File: config.mk
export PLATFORM = sky130hd
export DESIGN_NAME = wprot_ctrl_top
export DESIGN_NICKNAME = d
export VERILOG_FILES = /design/src/rtl/wprot_pkg.sv /design/src/rtl/wprot_rst_sync.sv /design/src/rtl/wprot_ctrl_reg.sv /design/src/rtl/wprot_zone_cmp.sv /design/src/rtl/wprot_gate.sv /design/src/rtl/wprot_ctrl_top.sv
export SDC_FILE = /design/constraint.sdc
export NUM_CORES = 1
export LEC_CHECK = 0
export ABC_AREA = 1
export CAP_MARGIN = 40
export CORE_MARGIN = 1
export CORE_UTILIZATION = 31
export CTS_CLUSTER_SIZE = 10
export DETAILED_ROUTE_END_ITERATION = 6
export HOLD_SLACK_MARGIN = 0.06
export PLACE_DENSITY = 0.78
export SKIP_CTS_REPAIR_TIMING = 1
export SYNTH_ARGS = -nofsm -noshare
export SYNTH_HDL_FRONTEND = slang
export SYNTH_HIERARCHICAL = 1
export SYNTH_SLANG_ARGS = --single-unit
export TNS_END_PERCENT = 30
File: constraint.sdc
create_clock -name clk -period 1.4 [get_ports clk]
set_input_delay 0.28 -clock clk [delete_from_list [all_inputs] [get_ports clk]]
set_output_delay 0.28 -clock clk [all_outputs]
set_load 0.02 [all_outputs]
File: src/rtl/wprot_pkg.sv
package wprot_pkg;

  typedef enum logic [1:0] {
    KIND_ARRAY = 2'b00,
    KIND_OTP   = 2'b01,
    KIND_CTRL  = 2'b10,
    KIND_RSVD  = 2'b11
  } acc_kind_e;

  // Mask of the bits the register really stores: size code, polarity, lock.
  function automatic logic [31:0] keep_mask(input int reg_w, input int code_w);
    logic [31:0] m;
    m = (32'd1 << (code_w + 1)) - 32'd1;
    m = m | (32'd1 << (reg_w - 1));
    return m;
  endfunction

endpackage

File: src/rtl/wprot_rst_sync.sv
module wprot_rst_sync #(
  parameter int STAGES = 2
) (
  input  logic clk,
  input  logic rst_n,
  output logic rst_n_sync
);
  logic [STAGES-1:0] chain_q;
  logic [STAGES-1:0] chain_d;

  always_comb begin
    chain_d = {chain_q[STAGES-2:0], 1'b1};
  end

  always_ff @(posedge clk or negedge rst_n) begin
    if (!rst_n) chain_q <= '0;
    else        chain_q <= chain_d;
  end

  assign rst_n_sync = chain_q[STAGES-1];
endmodule

File: src/rtl/wprot_ctrl_reg.sv
module wprot_ctrl_reg
  import wprot_pkg::*;
#(
  parameter int              REG_W     = 8,
  parameter int              CODE_W    = 3,
  parameter logic [REG_W-1:0] RESET_VAL = '0
) (
  input  logic              clk,
  input  logic              rst_n,
  input  logic              wr_i,
  input  logic [REG_W-1:0]  wdata_i,
  input  logic              unlock_i,
  output logic [REG_W-1:0]  reg_q_o,
  output logic [CODE_W-1:0] code_o,
  output logic              pol_o,
  output logic              lock_o,
  output logic              grant_o
);
  localparam logic [31:0]      MASK32 = keep_mask(REG_W, CODE_W);
  localparam logic [REG_W-1:0] MASK   = MASK32[REG_W-1:0];
  localparam int               POL_B  = CODE_W;
  localparam int               LOCK_B = REG_W - 1;

  logic [REG_W-1:0] q;
  logic [REG_W-1:0] d;
  logic             en;

  // next-state
  always_comb begin
    grant_o = !q[LOCK_B] || unlock_i;
    en      = wr_i && grant_o;
    d       = wdata_i & MASK;
  end

  // register with explicit clock enable
  always_ff @(posedge clk or negedge rst_n) begin
    if (!rst_n)  q <= RESET_VAL & MASK;
    else if (en) q <= d;
  end

  assign reg_q_o = q;
  assign code_o  = q[CODE_W-1:0];
  assign pol_o   = q[POL_B];
  assign lock_o  = q[LOCK_B];

  AST_LOCK_HOLDS: assert property (@(posedge clk) disable iff (!rst_n)
    (lock_o && !unlock_i) |=> $stable(reg_q_o));
  AST_UNLOCK_ACCEPTS: assert property (@(posedge clk) disable iff (!rst_n)
    (wr_i && unlock_i) |=> (reg_q_o[CODE_W:0] == $past(wdata_i[CODE_W:0])));
  AST_OPEN_WRITE: assert property (@(posedge clk) disable iff (!rst_n)
    (wr_i && !lock_o) |=> (lock_o == $past(wdata_i[LOCK_B])));
endmodule

File: src/rtl/wprot_zone_cmp.sv
module wprot_zone_cmp #(
  parameter int ADDR_W    = 12,
  parameter int CODE_W    = 3,
  parameter int ZONE_LOG2 = 9
) (
  input  logic [ADDR_W-1:0] addr_i,
  input  logic [CODE_W-1:0] code_i,
  output logic              in_zone_o
);
  localparam int LIM_W = CODE_W + ZONE_LOG2;
  localparam int CMP_W = ((ADDR_W > LIM_W) ? ADDR_W : LIM_W) + 1;

  logic [CMP_W-1:0] addr_x;
  logic [CMP_W-1:0] limit_x;

  generate
    if (ZONE_LOG2 == 0) begin : g_unit
      always_comb limit_x = CMP_W'(code_i);
    end else begin : g_shift
      always_comb limit_x = CMP_W'({code_i, {ZONE_LOG2{1'b0}}});
    end
  endgenerate

  always_comb begin
    addr_x    = CMP_W'(addr_i);
    in_zone_o = addr_x < limit_x;
  end
endmodule

File: src/rtl/wprot_gate.sv
module wprot_gate
  import wprot_pkg::*;
(
  input  logic       valid_i,
  input  logic [1:0] kind_i,
  input  logic       in_zone_i,
  input  logic       wc_pin_i,
  input  logic       pol_i,
  input  logic       ctrl_grant_i,
  output logic       ok_o
);
  logic wc_block;

  always_comb begin
    wc_block = pol_i ? !wc_pin_i : wc_pin_i;
    ok_o     = 1'b0;
    if (valid_i) begin
      case (acc_kind_e'(kind_i))
        KIND_ARRAY: ok_o = !in_zone_i && !wc_block;
        KIND_OTP:   ok_o = 1'b1;
        KIND_CTRL:  ok_o = ctrl_grant_i;
        default:    ok_o = 1'b0;
      endcase
    end
  end
endmodule

File: src/rtl/wprot_ctrl_top.sv
module wprot_ctrl_top
  import wprot_pkg::*;
#(
  parameter int               REG_W     = 8,
  parameter int               CODE_W    = 3,
  parameter int               ADDR_W    = 12,
  parameter int               ZONE_LOG2 = 9,
  parameter logic [REG_W-1:0] RESET_VAL = '0
) (
  input  logic              clk,
  input  logic              rst_n,
  input  logic              reg_wr_i,
  input  logic [REG_W-1:0]  reg_wdata_i,
  input  logic              wr_ctl_pin_i,
  input  logic              unlock_pin_i,
  input  logic              acc_valid_i,
  input  logic [1:0]        acc_kind_i,
  input  logic [ADDR_W-1:0] acc_addr_i,
  output logic              wr_ok_o,
  output logic [REG_W-1:0]  reg_q_o
);
  logic              rst_n_s;
  logic [CODE_W-1:0] code;
  logic              pol;
  logic              lock;
  logic              grant;
  logic              in_zone;

  wprot_rst_sync #(.STAGES(2)) u_rst (
    .clk(clk), .rst_n(rst_n), .rst_n_sync(rst_n_s)
  );

  wprot_ctrl_reg #(.REG_W(REG_W), .CODE_W(CODE_W), .RESET_VAL(RESET_VAL)) u_reg (
    .clk(clk), .rst_n(rst_n_s), .wr_i(reg_wr_i), .wdata_i(reg_wdata_i),
    .unlock_i(unlock_pin_i), .reg_q_o(reg_q_o), .code_o(code), .pol_o(pol),
    .lock_o(lock), .grant_o(grant)
  );

  wprot_zone_cmp #(.ADDR_W(ADDR_W), .CODE_W(CODE_W), .ZONE_LOG2(ZONE_LOG2)) u_zone (
    .addr_i(acc_addr_i), .code_i(code), .in_zone_o(in_zone)
  );

  wprot_gate u_gate (
    .valid_i(acc_valid_i), .kind_i(acc_kind_i), .in_zone_i(in_zone),
    .wc_pin_i(wr_ctl_pin_i), .pol_i(pol), .ctrl_grant_i(grant), .ok_o(wr_ok_o)
  );

  AST_OTP_OPEN: assert property (@(posedge clk) disable iff (!rst_n_s)
    (acc_valid_i && acc_kind_i == KIND_OTP) |-> wr_ok_o);
  AST_ZONE_SHUT: assert property (@(posedge clk) disable iff (!rst_n_s)
    (acc_valid_i && acc_kind_i == KIND_ARRAY && in_zone) |-> !wr_ok_o);
  AST_IDLE_QUIET: assert property (@(posedge clk) disable iff (!rst_n_s)
    (!acc_valid_i || acc_kind_i == KIND_RSVD) |-> !wr_ok_o);
  AST_CTRL_MATCH: assert property (@(posedge clk) disable iff (!rst_n_s)
    (acc_valid_i && acc_kind_i == KIND_CTRL) |-> (wr_ok_o == grant));
  AST_LOCK_HOLDS_TOP: assert property (@(posedge clk) disable iff (!rst_n_s)
    (lock && !unlock_pin_i) |=> $stable(reg_q_o));
endmodule

==> metrics.sh <==
VIOLATIONS='negative setup slack'
FINISH.INSTANCE_AREA_UM2=737.0
SYNTH_SEQUENTIAL_AREA_RATIO_PCT=39.22
DETAILEDROUTE.FIRSTPASSITERATIONCOUNT=2
SYNTH.TOP_CELL.AREA_SHARE_PCT=39.22
TIMING.CRITICAL_PATH.REQUIRED_NS=1.12
MAX_CLOCK_FREQ_MHz=580.7
ANTENNA_FOUND_INITIAL=0
PIN_COUNT_OF_THE_BIGGEST_NET_ENTERING_GLOBAL_ROUTING=7
FINALHOLDWORSTSLACK_NS=0.06978
NUM_ROWS=13
ANTENNA_CELLS_INSERTED=0
CTS-BUFFERS-INSERTED=3
CRITICAL-PATH-TOP-CELL-BY-COUNT='inv_1'
LAYOUT-AREA-OVERHEAD-VS-SYNTH_PCT=64.99
FINALMAXSLEWVIOLATIONS=0
FLOORPLAN.DIE.HEIGHT_UM=39.96
DETAIL_ROUTE.WL_PER_CELL_UM=8.030
NUMBER_OF_DRC_VIOLATIONS_AFTER_DETAILED_ROUTING_ITERATION_0=6
SYNTH.FF_LATCH_COUNT=7
HOLD_PATH_CLASS='flip-flop to asynchronous set/reset pin'
SYN_STD_CELL_AREA_UM2=446.7
CRITPATHBUFINV=4
LAYOUT_CELLS_SIZED_ABOVE_1_PCT=20.00
R2R_SETUP_SLACK_NS=0.49
POWER.NET_SWITCHING_mW=0.2099
HOLD_VIOLATIONS=0
CRIT_CHAIN='inv_1 -> ha_1 -> nand2_1 -> inv_2 -> a21oi_2 -> inv_1 -> nand3_2 -> a21oi_4 -> buf_6'
SETUP_VIOL=1
YOSYSUNIQUECELLTYPES=11
SHARE_SEQ_OF_TOTAL_POWER_PCT=35.4
DIE_AREA_MM2=0.001597
CP-END-KIND='output pin'
YOSYSWARNINGCOUNT=6
PLACE.PORT_BUFFERS=21
SKEW_NS=0.003616
GRT_REMAINING_OVERFLOW=0
CTS_ROOT_BUF='clkbuf_4'
CLOCK_INSERTION_DELAY_WORST_SKEW_NS=0.25
HTREE_LEVELS=1
TIMING_WORST_SETUP_PATH_TYPE='flip-flop to output pin'
WORST_IR_DROP_VDD_mV=0.5285
TIMING.SETUP.TNS_NS=-0.3220
GRTUSAGETOTAL_PCT=11.84
LAYOUT.CELLS.MOST_COMMON_LIST='nand2_1 (19), clkdlybuf4s50_1 (13), inv_1 (9)'
CELLPOWERDENSITY_mW_PER_MM2=928.8
MOST_COMMON_CELL_AFTER_LAYOUT_FILL_AND_TAPS_ASIDE='nand2_1'
POST-DP-HPWL_UM=659.5
LAYOUT_WORST_PATH_CYCLE_SHARE_PCT=123.0
FIRST_PASS_GRT_WIRE_LENGTH_UM=1207
POWER.SHARE.COMBINATIONAL_PCT=38.3
FINALWORSTSETUPSLACK_NS=-0.3220
PLACE_CONGESTION=0.6573
GRT_SETUP_UNREPAIRED='true'
DPL.CELL_COUNT=95
CRIT_PATH_START_KIND='flip-flop'
POWER_LEAKAGE_nW=0.4591
PERIOD_MINUS_SLACK_NS=1.722
P_INT_mW=0.4746
SYNTH_AREA_LEADERS='dfrtp_1 (39%), nand2_1 (16%), buf_4 (13%)'
CTS_TREE='built'
FP.DIEW_UM=39.96
POST_SYNTH.CELL_AREA_AVG_UM2=7.571
CRIT_PATH_MAX_INCR_DELAY_NS=0.34
SYNTHESIS.INSTANCES=59
ANTENNA_LEFT=0
FLOORPLAN.CORE_AREA_MM2=0.001318
RUN_STATUS='complete, but fails checks'
POWER_FRAC_CLOCK_PCT=26.3
PLACED_STANDARD_CELL_AREA_UM2=684.4
CTS.CLK_SLEW.WORST_PATHS_NS=0.05
CLOCK_SINKS=7
FILLERS=124
DRCVIOLATIONCOUNT=0
SWITCHING_SHARE_OF_POWER_PCT=30.66
CRITPATHARRIVALTIME_NS=1.44
INITIAL_UTILIZATION_PCT=33.90
ROUTE.FINAL.WIRE_LENGTH_UM=803
AVGVIACOUNTPERCELL=3.950
CLK_PATH_BUF_DEPTH=2
IO_PINS=37
FINISH.CELL_COUNT_WITHOUT_FILLERS=100
DETAILROUTE.VIA_COUNT=395
REPORT.POWER.TOTAL_mW=0.6845
FINAL_NETS=116
FIRST_GLOBAL_VIAS=315
POST_SYNTH_TOP_AREA_CELL='dfrtp_1'
CRIT_PATH_TOP_DELAY_CELL='dfrtp_1'
CRIT_PATH_MAX_FANOUT=2
WORST_PATH_DOMINANT_CELL_FAMILY='flip-flops'
DRV_CAP=0
## sequential cells by signal (all words and copies together), names as in the netlist
register	cells
u_reg/reg_q_o	5
u_rst/chain_q	2
## power by group through the flow
stage | clock network [mW] | registers [mW] | logic, mW
4_1_cts | 0.187 | 0.242 | 0.263
6_report | 0.180 | 0.242 | 0.262
3_5_place_dp | 0 | 0.246 | 0.262
5_1_grt | 0.194 | 0.246 | 0.288
2_1_floorplan | 0 | 0.246 | 0.157
3_3_place_gp | 0 | 0.245 | 0.258
## cell usage after synthesis (all sizes together)
cell and count:
nand2 21, inv 10, buf 8, dfrtp 7
nand3 6, a21oi 2, conb 2, ha 2
nor2 1
## area by class of cell
| class | count | area [um^2] | share of cell area, % |
|---|---|---|---|
| tap | 15 | 18.77 | 2.547 |
| clock buffer | 4 | 26.28 | 3.565 |
| inverter | 10 | 37.54 | 5.093 |
| sequential | 7 | 175.2 | 23.77 |
| timing repair buffer | 28 | 281.5 | 38.20 |
| multi-input combinational | 36 | 197.7 | 26.83 |
## metrics by stage
| stage | worst slack (ns) | util, % |
|---|---|---|
| floorplan | -0.009821 | - |
| global placement | -0.8896 | 51.95 |
| detailed placement | -0.9010 | 51.95 |
| CTS | -0.9024 | 53.94 |
| global route | -0.4111 | 55.94 |
| finish | -0.3220 | 55.94 |
## per-layer routing
layer | global-route usage (%) | vias to the layer above | wire length (um) | part of all wire [%]
met2 | 17.34 | 15 | 383 | 48
met3 | 3.333 | 0 | 60 | 7.5
li1 | - | 216 | - | -
met4 | 10.34 | 0 | 0 | 0
met5 | 0 | - | 0 | 0
met1 | 14.04 | 164 | 359 | 45
## worst paths after layout
path,start,endpoint,cells after the start
worst max-delay path,u_reg/reg_q_o[2]$_DFFE_PN0P_,wr_ok_o,9
worst min-delay path,u_rst/chain_q[1]$_DFF_PN0_,u_reg/reg_q_o[1]$_DFFE_PN0P_,0
worst max register to register,u_reg/reg_q_o[7]$_DFFE_PN0P_,u_reg/reg_q_o[2]$_DFFE_PN0P_,5
worst min register to register,u_rst/chain_q[1]$_DFF_PN0_,u_reg/reg_q_o[1]$_DFFE_PN0P_,0
max in group asynchronous,rst_n,u_rst/chain_q[1]$_DFF_PN0_,1
min in group clk,u_rst/chain_q[0]$_DFF_PN0_,u_rst/chain_q[1]$_DFF_PN0_,0
## kinds of logic after synthesis
| logic type | after synthesis | synth area share, % |
|---|---|---|
| AOI/OAI and AO/OA | 2 | 3.081 |
| adders and majority gates | 2 | 5.601 |
| buffers and inverters | 18 | 21.85 |
| DFF | 7 | 39.22 |
| other | 2 | 1.681 |
| and+or+nand+nor | 28 | 28.57 |
(Power assumes the default switching activity.)
